==> src/rtl/fce_pkg.sv <==
// Shared encodings for the flash request chunking engine.
package fce_pkg;
    typedef enum logic [1:0] {
        OP_READ  = 2'd0,
        OP_WRITE = 2'd1,
        OP_ERASE = 2'd2,
        OP_BAD   = 2'd3
    } op_e;

    typedef enum logic [1:0] {
        K_READ  = 2'd0,
        K_WRITE = 2'd1,
        K_ER4K  = 2'd2,
        K_ER64K = 2'd3
    } kind_e;

    typedef enum logic [1:0] {
        ST_OK      = 2'd0,
        ST_HWERR   = 2'd1,
        ST_ARGERR  = 2'd2,
        ST_TIMEOUT = 2'd3
    } status_e;
endpackage

==> src/rtl/fce_rw_sizer.sv <==
// Read/write chunk sizer: returns the smaller of the remaining length and the
// buffer size. When the page offset is nonzero, it also caps the result at the
// bytes left in the page. Assumes rem is nonzero whenever the result is used.
module fce_rw_sizer #(
    parameter int LEN_W      = 32,
    parameter int BUF_BYTES  = 64,
    parameter int PAGE_BYTES = 256,
    localparam int PG_W      = $clog2(PAGE_BYTES)
) (
    input  logic [PG_W-1:0]  page_off,
    input  logic [LEN_W-1:0] rem,
    output logic [LEN_W-1:0] chunk
);
    logic [LEN_W-1:0] page_left;

    // Chunk size: the smallest of the remaining length, the buffer and the page remainder.
    always_comb begin
        page_left = LEN_W'(PAGE_BYTES) - LEN_W'(page_off);
        chunk     = (rem < LEN_W'(BUF_BYTES)) ? rem : LEN_W'(BUF_BYTES);
        if (page_off != '0 && page_left < chunk)
            chunk = page_left;
    end
endmodule

==> src/rtl/fce_erase_pick.sv <==
// Erase granularity picker: chooses the big erase when the address is aligned
// to the big erase size and enough length remains. Otherwise it chooses the
// small erase.
module fce_erase_pick #(
    parameter int LEN_W     = 32,
    parameter int SMALL_LOG2 = 12,
    parameter int BIG_LOG2   = 16
) (
    input  logic [BIG_LOG2-1:0] addr_low,
    input  logic [LEN_W-1:0]    rem,
    output logic                big,
    output logic [LEN_W-1:0]    size
);
    // Granularity choice made fresh for each erase step.
    always_comb begin
        big  = (addr_low == '0) && (rem >= (LEN_W'(1) << BIG_LOG2));
        size = big ? (LEN_W'(1) << BIG_LOG2) : (LEN_W'(1) << SMALL_LOG2);
    end
endmodule

==> src/rtl/fce_timer.sv <==
// Response timer: counts while run is high and clears when run is low.
// expired pulses on the LIMIT-th cycle of a run. Assumes LIMIT >= 1.
module fce_timer #(
    parameter int LIMIT = 1000,
    localparam int CW   = $clog2(LIMIT + 1)
) (
    input  logic clk,
    input  logic rst_n,
    input  logic run,
    output logic expired
);
    logic [CW-1:0] cnt;

    // Cycle counter for the outstanding command.
    always_ff @(posedge clk) begin
        if (!rst_n || !run) cnt <= '0;
        else if (!expired)  cnt <= cnt + CW'(1);
    end

    assign expired = run && (cnt == CW'(LIMIT - 1));
endmodule

==> src/rtl/flash_chunk_eng.sv <==
// Flash request chunking engine. It takes one read, write or erase request and
// issues sequencer commands one at a time. It waits for each response and then
// reports one status. Assumes the sequencer answers each accepted command at
// most once.
module flash_chunk_eng
    import fce_pkg::*;
#(
    parameter int ADDR_W      = 32,
    parameter int LEN_W       = 32,
    parameter int BUF_BYTES   = 64,
    parameter int PAGE_BYTES  = 256,
    parameter int SMALL_LOG2  = 12,
    parameter int BIG_LOG2    = 16,
    parameter int TIMEOUT_CYC = 1000
) (
    input  logic              clk,
    input  logic              rst_n,
    input  logic              req_valid,
    output logic              req_ready,
    input  logic [1:0]        req_op,
    input  logic [ADDR_W-1:0] req_addr,
    input  logic [LEN_W-1:0]  req_len,
    output logic              cmd_valid,
    input  logic              cmd_ready,
    output logic [1:0]        cmd_kind,
    output logic [ADDR_W-1:0] cmd_addr,
    output logic [LEN_W-1:0]  cmd_len,
    input  logic              rsp_valid,
    input  logic              rsp_err,
    output logic              done_valid,
    output logic [1:0]        done_status
);
    localparam int PG_W = $clog2(PAGE_BYTES);

    typedef enum logic [1:0] {S_IDLE, S_ISSUE, S_WAIT, S_DONE} state_e;

    state_e            state;
    logic [ADDR_W-1:0] cur_addr;
    logic [LEN_W-1:0]  rem;
    logic [LEN_W-1:0]  step;
    logic              is_erase;
    logic              is_write;
    status_e           status;

    logic [LEN_W-1:0]  rw_chunk;
    logic [LEN_W-1:0]  er_size;
    logic              er_big;
    logic              tmo;
    logic              misaligned;

    fce_rw_sizer #(
        .LEN_W(LEN_W), .BUF_BYTES(BUF_BYTES), .PAGE_BYTES(PAGE_BYTES)
    ) u_sizer (
        .page_off(cur_addr[PG_W-1:0]),
        .rem     (rem),
        .chunk   (rw_chunk)
    );

    fce_erase_pick #(
        .LEN_W(LEN_W), .SMALL_LOG2(SMALL_LOG2), .BIG_LOG2(BIG_LOG2)
    ) u_pick (
        .addr_low(cur_addr[BIG_LOG2-1:0]),
        .rem     (rem),
        .big     (er_big),
        .size    (er_size)
    );

    fce_timer #(.LIMIT(TIMEOUT_CYC)) u_timer (
        .clk    (clk),
        .rst_n  (rst_n),
        .run    (state == S_WAIT),
        .expired(tmo)
    );

    // Sector alignment test applied to erase requests.
    assign misaligned = (req_addr[SMALL_LOG2-1:0] != '0) ||
                        (req_len[SMALL_LOG2-1:0] != '0);

    // Command fields are driven from the held request state.
    always_comb begin
        cmd_valid = (state == S_ISSUE);
        cmd_addr  = cur_addr;
        if (is_erase) begin
            cmd_kind = er_big ? K_ER64K : K_ER4K;
            cmd_len  = er_size;
        end else begin
            cmd_kind = is_write ? K_WRITE : K_READ;
            cmd_len  = rw_chunk;
        end
    end

    assign req_ready   = (state == S_IDLE);
    assign done_valid  = (state == S_DONE);
    assign done_status = status;

    // Sequencing state machine: accept, issue, wait, advance or finish.
    always_ff @(posedge clk) begin
        if (!rst_n) begin
            state    <= S_IDLE;
            cur_addr <= '0;
            rem      <= '0;
            step     <= '0;
            is_erase <= 1'b0;
            is_write <= 1'b0;
            status   <= ST_OK;
        end else begin
            case (state)
                S_IDLE: if (req_valid) begin
                    cur_addr <= req_addr;
                    rem      <= req_len;
                    is_erase <= (req_op == OP_ERASE);
                    is_write <= (req_op == OP_WRITE);
                    status   <= ST_OK;
                    if (req_op == OP_BAD || (req_op == OP_ERASE && misaligned)) begin
                        status <= ST_ARGERR;
                        state  <= S_DONE;
                    end else if (req_len == '0) begin
                        state <= S_DONE;
                    end else begin
                        state <= S_ISSUE;
                    end
                end
                S_ISSUE: if (cmd_ready) begin
                    step  <= cmd_len;
                    state <= S_WAIT;
                end
                S_WAIT: begin
                    if (rsp_valid) begin
                        if (rsp_err) begin
                            status <= ST_HWERR;
                            state  <= S_DONE;
                        end else begin
                            cur_addr <= cur_addr + ADDR_W'(step);
                            rem      <= rem - step;
                            state    <= (rem == step) ? S_DONE : S_ISSUE;
                        end
                    end else if (tmo) begin
                        status <= ST_TIMEOUT;
                        state  <= S_DONE;
                    end
                end
                default: state <= S_IDLE;
            endcase
        end
    end
endmodule

==> config.mk <==
export PLATFORM = sky130hd
export DESIGN_NAME = flash_chunk_eng
export DESIGN_NICKNAME = d
export VERILOG_FILES = /design/src/rtl/fce_pkg.sv /design/src/rtl/fce_rw_sizer.sv /design/src/rtl/fce_erase_pick.sv /design/src/rtl/fce_timer.sv /design/src/rtl/flash_chunk_eng.sv
export SDC_FILE = /design/constraint.sdc
export NUM_CORES = 1
export LEC_CHECK = 0
export ABC_CLOCK_PERIOD_IN_PS = 3330
export BUFFER_PORTS_ARGS = -buffer_cell sky130_fd_sc_hd__clkbuf_2
export CORE_UTILIZATION = 40
export DETAILED_ROUTE_END_ITERATION = 12
export PLACE_DENSITY = 0.62
export SLEW_MARGIN = 20
export SYNTH_ARGS = -nofsm -noshare
export SYNTH_HDL_FRONTEND = slang
export SYNTH_SLANG_ARGS = --single-unit
==> constraint.sdc <==
create_clock -name clk -period 3.33 [get_ports clk]
set_input_delay 0.1665 -clock clk [delete_from_list [all_inputs] [get_ports clk]]
set_output_delay 0.1665 -clock clk [all_outputs]
set_load 0.05 [all_outputs]
==> run metrics <==
DR DRC count=0; number of synthesized flops with an enable pin=0; max_cap viols=0; Synth Instances=1108; WP buf/inv=3; Via Count=~8400; RSZ-0062 raised after global routing=yes; delay-heaviest family, CP=simple AND/OR/NAND/NOR gates; Crit path largest cell delay=0.34 ns; P_sw=~0.0022 W; initial antenna violation count=1; Slowest-stage cell, CP=mux2_4; HPWL Detailed=roughly 20000 µm; # diodes=0; Post-synth ARST share=0%; count of different cell masters after synthesis=67; GRT Resource Usage Total=approximately a quarter; sequential power share=a little under a third; fin nets=approximately 1400; CTS tree=done; final WL=roughly 26000 µm; Critical Path Fanout Max=5; WP data required=around 3.2 ns; cells along the critical path=nor4_2 > buf_4 > and4_4 > and3_4 > and2_4 > inv_2 > ha_4 > a21oi_2 > nor2b_1 > o21ai_1 > nand2b_1 > a211oi_4 > o21ai_4 > mux2_4 > nor2_4 > buf_12; setup violators final=8; Final Core Density=about half; Starting Density=between 40% and 50%; Root Buffer=clkbuf_16; count of hold-fix buffers inserted at cts=0; Syn Std Cell Area=8371 µm²; Vert. Die Dim=approximately 150 µm; Final WS setup=-0.2266 ns; vias in the first global route=7830; share of layout cells above drive strength 1=between 15 and 20%; Crit Path Class=flop to primary output; total gr overflow=0; fin cells=between 1000 and 1500; Peak VDD IR=0.2743 mV; Mean Syn Cell Area=approximately 7.6 µm²; fmax=around 0.28 GHz; Gate power share=48.0%; Leakage Power=~4.3 nW; fin. max-slew vios=0; area of the die=about 22000 µm²; Fin. Hold Viols=0; cell count after placement=around 1500; Place WS=roughly 0.034 ns; largest net degree at the start of global routing=44; synth cell count leaders=nand2_1, dfxtp_1, a21oi_1, nor2_1, ha_1; Port Buffers=120; final worst path period need=3.557 ns; Switching Share=between 40% and 50%; Hold Crit Class=input port to flop; Clock Skews=roughly 0.012 ns; internal power=0.002899 W; clock tree buffer depth=2; drt pass-1 iters=5; Area growth, synth to finish=17.29%; first-pass GRT wire length=41110 µm; Sink Count=about 110; CTS buffer count=9; top-count cell post-synth=nand2_1; DR WL/cell=around 17 µm; failing checks=setup timing; CP endpoint kind=primary output; # rows=52; Routed Antenna Nets=0; routability-driven placement congestion ratio=0.9404; Slew @ Worst Pin=about 0.9 ns; Power per Cell Area=roughly 520 nW/µm²; clk_lat worst skew=between 0.3 and 0.4 ns; outcome=finished with violations; Synth Register Bits=between 100 and 150; data arrival time of the worst path=around 3.4 ns; Core Region=around 20000 µm²; routed vias/inst=~5.6; period utilization=106.8%; overall power=about 0.0051 W; Primary FF master, synth=dfxtp_1; clock transition at the registers of the reported paths=roughly 0.08 ns; slew margin rel.=38.53%; Seq/Total Area, Yosys=26.79%; biggest area contributors in the synthesized netlist=dfxtp_1, ha_1, a21oi_1; post-synth top area share=a little over a quarter; io pins=~140; post-synth top area cell=dfxtp_1; initial drt markers=roughly 530; Yosys warnings=0; clock power share=21.0%; reg-to-reg slack, setup=around 0.13 ns; H-Tree Depth=3; Setup TNS Final=-1.085 ns; Startpoint Class=flop; die width=around 150 µm
## area by class of cell
| type | count | area, µm² |
|---|---|---|
| clock buffer | 9 | 225.2 |
| clock inverter | 7 | 52.55 |
| fill | 2087 | 10550 |
| inverter | 56 | 210.2 |
| multi-input combinational | 888 | 5808 |
| sequential | 112 | 2245 |
| tap | 270 | 337.8 |
| timing repair buffer | 154 | 939.7 |
## worst register-to-register path, stage by stage, from the launching register on
cell and delay [ns]:
dfxtp_1 0.48, ha_1 0.32, nor2b_1 0.17, o31a_1 0.28, o41a_1 0.38, a21oi_1 0.29
a41oi_2 0.20, a221oi_1 0.44, o21ba_1 0.18, xor2_1 0.06, a221oi_1 0.28
## power groups by stage
stage                     Sequential [W]  Combinational (W)  Clock [W]
after detailed placement         0.00161            0.00229          0
after global routing             0.00160            0.00266    0.00115
after CTS                        0.00158            0.00240    0.00110
after floorplan                  0.00174            0.00156          0
after global placement           0.00161            0.00229          0
final                            0.00158            0.00244    0.00107
## cells in the final DEF (no fill, tap or decap), types with 13 or more instances in the layout
cell type  instances
a311oi_1          24
conb_1            24
dfxtp_1          110
nand4_1           13
nor4_1            17
buf_4             31
a211oi_1          19
ha_1              70
a21o_1            27
o21ai_0           58
a21oi_1          102
a31oi_1           14
nor2_1            86
xnor2_1           29
xor2_1            26
clkbuf_2         112
o21ai_1           20
inv_1             52
nand3_1           27
nor3_1            19
and2_1            30
nand2_1          124
## logic make-up after synthesis
group / Yosys count / share of synthesized area [%]
muxes: 11 / 1.330
other: 2 / 0.08972
AOI/OAI and AO/OA: 338 / 25.70
xor gates and xnor gates: 56 / 5.859
adders and majority gates: 74 / 11.24
DFF: 112 / 26.79
buffers and inverters: 131 / 6.996
and+or+nand+nor: 384 / 22.00
## metal layers
layer	GRT usage, %	vias to the layer above	part of all wire, %
li1	-	4179	-
met1	32.46	3917	46
met2	39.60	247	46
met3	3.500	37	4.9
met4	8.021	0	2.5
met5	0	-	0
## through the flow
stage | hold slack, ns | cell area [µm²]
final | 0.04947 | 9818
after global routing | 0.05864 | 9818
after CTS | 0.04043 | 9769
after detailed placement | 0.4265 | 9359
after global placement | 0.4213 | 9359
after floorplan | 0.2667 | 8486
## what timing repair did
item,CTS,global route
buffers inserted,3,1
setup endpoints to repair,8,15
gates resized for setup,27,10
pin swaps,5,3
gates cloned,1,0
## path summary, 6_finish.rpt
kind	from	to	cells past startpoint
worst min register to register	step[30]	step[30]	1
worst max register to register	cmd_addr[2]	cmd_addr[28]	10
worst max-delay path	rem[20]	cmd_len[1]	16
worst min-delay path	req_addr[12]	cmd_addr[12]	3
## registers in the layout, summed over array words and instances, names as in the netlist
name,flops
u_timer.cnt,10
cmd_addr,32
rem,32
step,32
is_write,1
is_erase,1
done_status,2
state,2
Note: power is estimated with default switching activity, not from simulation.
